**src/rtl/tern_pkg.sv**
```systemverilog
package tern_pkg;
  localparam logic [1:0] TC_NEG  = 2'b00;
  localparam logic [1:0] TC_ZERO = 2'b01;
  localparam logic [1:0] TC_POS  = 2'b10;

  function automatic int trit_val(input logic [1:0] code);
    case (code)
      TC_NEG:  trit_val = -1;
      TC_POS:  trit_val = 1;
      default: trit_val = 0;
    endcase
  endfunction

  function automatic logic [1:0] trit_code(input int v);
    if (v < 0)       trit_code = TC_NEG;
    else if (v > 0)  trit_code = TC_POS;
    else             trit_code = TC_ZERO;
  endfunction
endpackage

```
**src/rtl/tern_step_add.sv**
```systemverilog
module tern_step_add
  import tern_pkg::*;
#(
  parameter int TRITS = 20,
  parameter int STEP  = 4
) (
  input  logic [2*TRITS-1:0] word_i,
  input  logic               sub_i,
  output logic [2*TRITS-1:0] word_o
);
  always_comb begin
    int k;
    int r;
    int c;
    int s;
    k = sub_i ? -STEP : STEP;
    c = 0;
    word_o = '0;
    for (int t = 0; t < TRITS; t++) begin
      r = k % 3;
      if (r == 2)       r = -1;
      else if (r == -2) r = 1;
      k = (k - r) / 3;
      s = trit_val(word_i[2*t +: 2]) + r + c;
      if (s > 1) begin
        s = s - 3;
        c = 1;
      end else if (s < -1) begin
        s = s + 3;
        c = -1;
      end else begin
        c = 0;
      end
      word_o[2*t +: 2] = trit_code(s);
    end
  end
endmodule

```
**src/rtl/rf_read_port.sv**
```systemverilog
module rf_read_port #(
  parameter int NREG  = 27,
  parameter int TRITS = 20,
  parameter int AW    = 5
) (
  input  logic [AW-1:0]      addr,
  input  logic [2*TRITS-1:0] words [NREG],
  output logic [2*TRITS-1:0] data
);
  localparam logic [2*TRITS-1:0] ZERO_W = {TRITS{2'b01}};

  always_comb begin
    data = ZERO_W;
    for (int i = 1; i < NREG; i++)
      if (addr == AW'(i)) data = words[i];
  end
endmodule

```
**src/rtl/trit_regfile.sv**
```systemverilog
module trit_regfile
  import tern_pkg::*;
#(
  parameter int NREG   = 27,
  parameter int TRITS  = 20,
  parameter int AW     = 5,
  parameter int SP_IDX = 1,
  parameter int LR_IDX = 26,
  parameter int SP_STEP = 4
) (
  input  logic                 clk,
  input  logic                 rst_n,
  input  logic [AW-1:0]        rd_addr_a,
  output logic [2*TRITS-1:0]   rd_data_a,
  input  logic [AW-1:0]        rd_addr_b,
  output logic [2*TRITS-1:0]   rd_data_b,
  input  logic                 wr_en,
  input  logic [AW-1:0]        wr_addr,
  input  logic [2*TRITS-1:0]   wr_data,
  input  logic                 push,
  input  logic                 pop,
  input  logic                 link_en,
  input  logic [2*TRITS-1:0]   link_data,
  output logic                 wr_fault
);
  localparam int W = 2*TRITS;
  localparam logic [W-1:0] ZERO_W = {TRITS{TC_ZERO}};

  logic [W-1:0] regs_q [NREG];
  logic [W-1:0] regs_d [NREG];
  logic [W-1:0] sp_moved;
  logic         bad_wr;
  logic         good_wr;
  logic         sp_move;

  assign bad_wr  = wr_en && (wr_addr == '0 || wr_addr >= AW'(NREG));
  assign good_wr = wr_en && !bad_wr;
  assign sp_move = push ^ pop;

  tern_step_add #(.TRITS(TRITS), .STEP(SP_STEP)) u_sp_add (
    .word_i (regs_q[SP_IDX]),
    .sub_i  (push),
    .word_o (sp_moved)
  );

  generate
    for (genvar i = 0; i < NREG; i++) begin : g_reg
      if (i == 0) begin : g_zero
        assign regs_d[i] = ZERO_W;
      end else begin : g_rw
        always_comb begin
          regs_d[i] = regs_q[i];
          if (i == SP_IDX && sp_move) regs_d[i] = sp_moved;
          if (i == LR_IDX && link_en) regs_d[i] = link_data;
          if (good_wr && wr_addr == AW'(i)) regs_d[i] = wr_data;
        end
      end

      always_ff @(posedge clk or negedge rst_n) begin
        if (!rst_n) regs_q[i] <= ZERO_W;
        else        regs_q[i] <= regs_d[i];
      end

      if (i != SP_IDX && i != LR_IDX) begin : g_keep
        AST_FAULT_KEEPS_REG: assert property (@(posedge clk) disable iff (!rst_n)
          (!wr_en || bad_wr) |=> $stable(regs_q[i]));
      end
    end
  endgenerate

  always_ff @(posedge clk or negedge rst_n) begin
    if (!rst_n) wr_fault <= 1'b0;
    else        wr_fault <= bad_wr;
  end

  rf_read_port #(.NREG(NREG), .TRITS(TRITS), .AW(AW)) u_rd_a (
    .addr (rd_addr_a), .words (regs_d), .data (rd_data_a)
  );
  rf_read_port #(.NREG(NREG), .TRITS(TRITS), .AW(AW)) u_rd_b (
    .addr (rd_addr_b), .words (regs_d), .data (rd_data_b)
  );

  AST_FAULT_RAISE: assert property (@(posedge clk) disable iff (!rst_n)
    bad_wr |=> wr_fault);
  AST_FAULT_CLEAR: assert property (@(posedge clk) disable iff (!rst_n)
    !bad_wr |=> !wr_fault);
  AST_ZERO_READ: assert property (@(posedge clk) disable iff (!rst_n)
    (rd_addr_a == '0) |-> (rd_data_a == ZERO_W));
  AST_LINK_LOAD: assert property (@(posedge clk) disable iff (!rst_n)
    (link_en && !(good_wr && wr_addr == AW'(LR_IDX))) |=> (regs_q[LR_IDX] == $past(link_data)));
  AST_SP_HOLD: assert property (@(posedge clk) disable iff (!rst_n)
    (!sp_move && !(good_wr && wr_addr == AW'(SP_IDX))) |=> $stable(regs_q[SP_IDX]));
  AST_WRITE_LANDS: assert property (@(posedge clk) disable iff (!rst_n)
    good_wr |=> (regs_q[$past(wr_addr)] == $past(wr_data)));
endmodule

```
**config.mk**
```make
export PLATFORM = sky130hd
export DESIGN_NAME = trit_regfile
export DESIGN_NICKNAME = d
export VERILOG_FILES = /design/src/rtl/tern_pkg.sv /design/src/rtl/tern_step_add.sv /design/src/rtl/rf_read_port.sv /design/src/rtl/trit_regfile.sv
export SDC_FILE = /design/constraint.sdc
export NUM_CORES = 2
export LEC_CHECK = 0
export ABC_AREA = 1
export BUFFER_PORTS_ARGS = -buffer_cell sky130_fd_sc_hd__buf_2
export CAP_MARGIN = 20
export CORE_MARGIN = 1
export CORE_UTILIZATION = 47
export DETAILED_ROUTE_END_ITERATION = 16
export GPL_TIMING_DRIVEN = 0
export PLACE_DENSITY_LB_ADDON = 0.08
export SLEW_MARGIN = 40
export SYNTH_ARGS = -nofsm -noshare
export SYNTH_HDL_FRONTEND = slang
export SYNTH_SLANG_ARGS = --single-unit
```
**constraint.sdc**
```tcl
create_clock -name clk -period 46.8 [get_ports clk]
set_input_delay 4.68 -clock clk [delete_from_list [all_inputs] [get_ports clk]]
set_output_delay 4.68 -clock clk [all_outputs]
set_load 0.005 [all_outputs]
```
==> results.cfg <==
[run_status]
status = finished clean

[sta]
max_freq_mhz = 23.5
fin_tns_setup_ns = 0
rsz0062_at_grt = no
period_minus_slack_ns = 42.50
hold_violations = 0
fin_crit_sh_pct = 90.8
slew_viol_final = 0
fin_skew_ns = 0.0128
slew_headroom_pct = 30.6
setup_viol = 0
tightest_slew_ns = 1.03
fin_hold_ws_ns = 0.509

[clocking]
clock-root-buffer = clkbuf_16
post_cts_buffers = 0
cts.hold.buffers_added = 0
cts_resized = 0
clk_pin_slew_ns = 0.06
insertion_delay_ns = 0.75
cts_sinks = 1041
cts_tree = done
cts_buffer_depth = 3
numCtsBuffers = 121
htree_levels = 3

[hold_path]
min-delay-start = regs_q[847]
holdCritPathClass = flop to flop

[finish]
final_nets = 9304
final_util_pct = 53.7
area_growth_pct = 12.8
postLayoutCellArea_um2 = 68900
drive_above_1_share_pct = 11.5
final_cell_mix = nand2_1 (2477), nor2_1 (1340), inv_1 (997)
final_common_cell = nand2_1

[placed_design]
port-buffer-count = 180
gp_congestion = 1.00
place_area_um2 = 64700
hpwl_mm = 228

[floorplanning]
die_w_um = 363
io_pins = 182
die_height_um = 363
die_area_um2 = 131000
rows = 131
coreArea_um2 = 128000
start_util_pct = 47.6

[route]
wl_met3_mm = 34.2
drc = 0
wl_per_cell_um = 27.4
vias = 63228
met1Wirelength_mm = 112
initialDrtViolationCount = 8201
antenna_left = 0
first_pass_iters = 8
met2_length_mm = 128
viasPerCell = 5.85
top_layer = met5
wirelength_mm = 296

[synth]
ys_ff_latch = 1041
yosys_warnings = 0
postSynthCellCount = 8654
avgSynthCellArea_um2 = 7.06
synth_edf_count = 0
syn-num-nets = 8984
synth_seq_area_share_pct = 43.7
synth.mux.area_fraction_pct = 0.655
synth_area_leaders = dfstp_2 (22%), dfrtp_1 (21%), nand2_1 (15%)
ys_types = 48
syn_area_um2 = 61100
yosys.area_share.simple_pct = 30.1
synth_compound_gate_area_share_pct = 11.2
async_flop_share_pct = 100
synth-main-ff-cell = dfrtp_1
synth_fa_ha_area_share_pct = 4.98
synthXorXnorAreaFrac_pct = 0.0287
yosys.area.top_type = dfstp_2
synth_top_cell_area_share_pct = 22.4
synth_top_family_by_area = simple AND/OR/NAND/NOR gates

[worst_setup_path]
slowest_stage = fa_1
crit_path_frequent_cell = ha_1
crit_arrival_ns = 37.82
r2r-start = regs_q[1000]
critPathLaunchType = input port
crit_required_ns = 42.12
crit_type = input port to primary output
crit_path_start = push
slowest_delay_ns = 0.60
crit_path_end_kind = primary output
reg2reg_slack_ns = 16.60
cp_max_fo = 10

[global_routing]
antenna_found_initial = 14
overflow = 0
grt_max_degree = 103
grt_pass1_vias = 58347
grt.total_usage_pct = 44.1
grt_pass1_wl_mm = 414

[run]
cap_viol_max_count = 0
-- cells by family (layout without fill, tap and decap cells) --
logic type	Yosys count	count (layout)
mux	40	40
fa+ha+maj	229	229
xor+xnor	2	2
other cells	0	6
flops	1041	1041
buf+inv	1501	1927
simple gates	4520	4520
compound gates	1321	1321
-- critical path, delay by kind of cell --
| kind | cells | cell delay, ns |
|---|---|---|
| buf+inv | 34 | 3.58 |
| simple gates | 52 | 8.34 |
| compound gates | 12 | 1.92 |
| fa+ha+maj | 61 | 19.24 |
-- layer usage --
layer  GRT usage [%]  up-vias
li1                -    27974
met1            54.9    30707
met2            66.2     3736
met3            13.8      805
met4            28.3        6
met5               0        -
-- through the flow --
stage	setup WS, ns	cells
floorplan	11.04	8654
global placement	5.52	10563
detailed placement	4.93	10578
CTS	4.83	10807
global route	2.45	10809
finish	4.30	10815
-- area by class of cell --
class / instances / area (µm²)
fill: 12749 / 59400
multi-input combinational: 6112 / 28900
inverter: 1017 / 3820
clock buffer: 172 / 3490
clock inverter: 57 / 679
sequential: 1041 / 26700
antenna: 6 / 15.0
buffer: 484 / 1920
timing repair buffer: 197 / 1290
tap: 1729 / 2160
-- worst paths after layout --
path	depth (start not counted)	to
hold reg to reg	2	regs_q[847]
hold / removal	2	regs_q[847]
setup / recovery	159	rd_data_a[38]
max in group asynchronous	4	regs_q[8]
setup reg to reg	146	regs_q[1039]
min in group asynchronous	1	regs_q[767]
-- synthesized netlist by cell type, types with 3 or more instances --
cell type	count
a211oi_1	3
a21boi_0	5
a21oi_1	475
a22oi_1	3
a31oi_1	8
and2_1	3
buf_1	26
buf_2	39
buf_4	4
clkbuf_1	415
clkinv_1	16
dfrtp_1	521
dfstp_2	520
fa_1	24
ha_1	205
inv_1	998
inv_2	3
mux2i_1	40
nand2_1	2480
nand3_1	192
nand3b_1	21
nand4_1	377
nor2_1	1354
nor2_2	3
nor3_1	74
nor3_2	4
nor4_1	3
o2111ai_1	9
o211ai_1	24
o21a_1	18
o21ai_0	717
o21ai_1	36
o22ai_1	10
o31ai_1	3
or2_2	5
-- flip-flops by register name, summed over array words and instances, names as in the netlist --
name,count
regs_q,1040
wr_fault,1
Power is left out: the tool's default activity adds up to more than one toggle a clock period on the data nets, which glitch-free logic cannot reach.
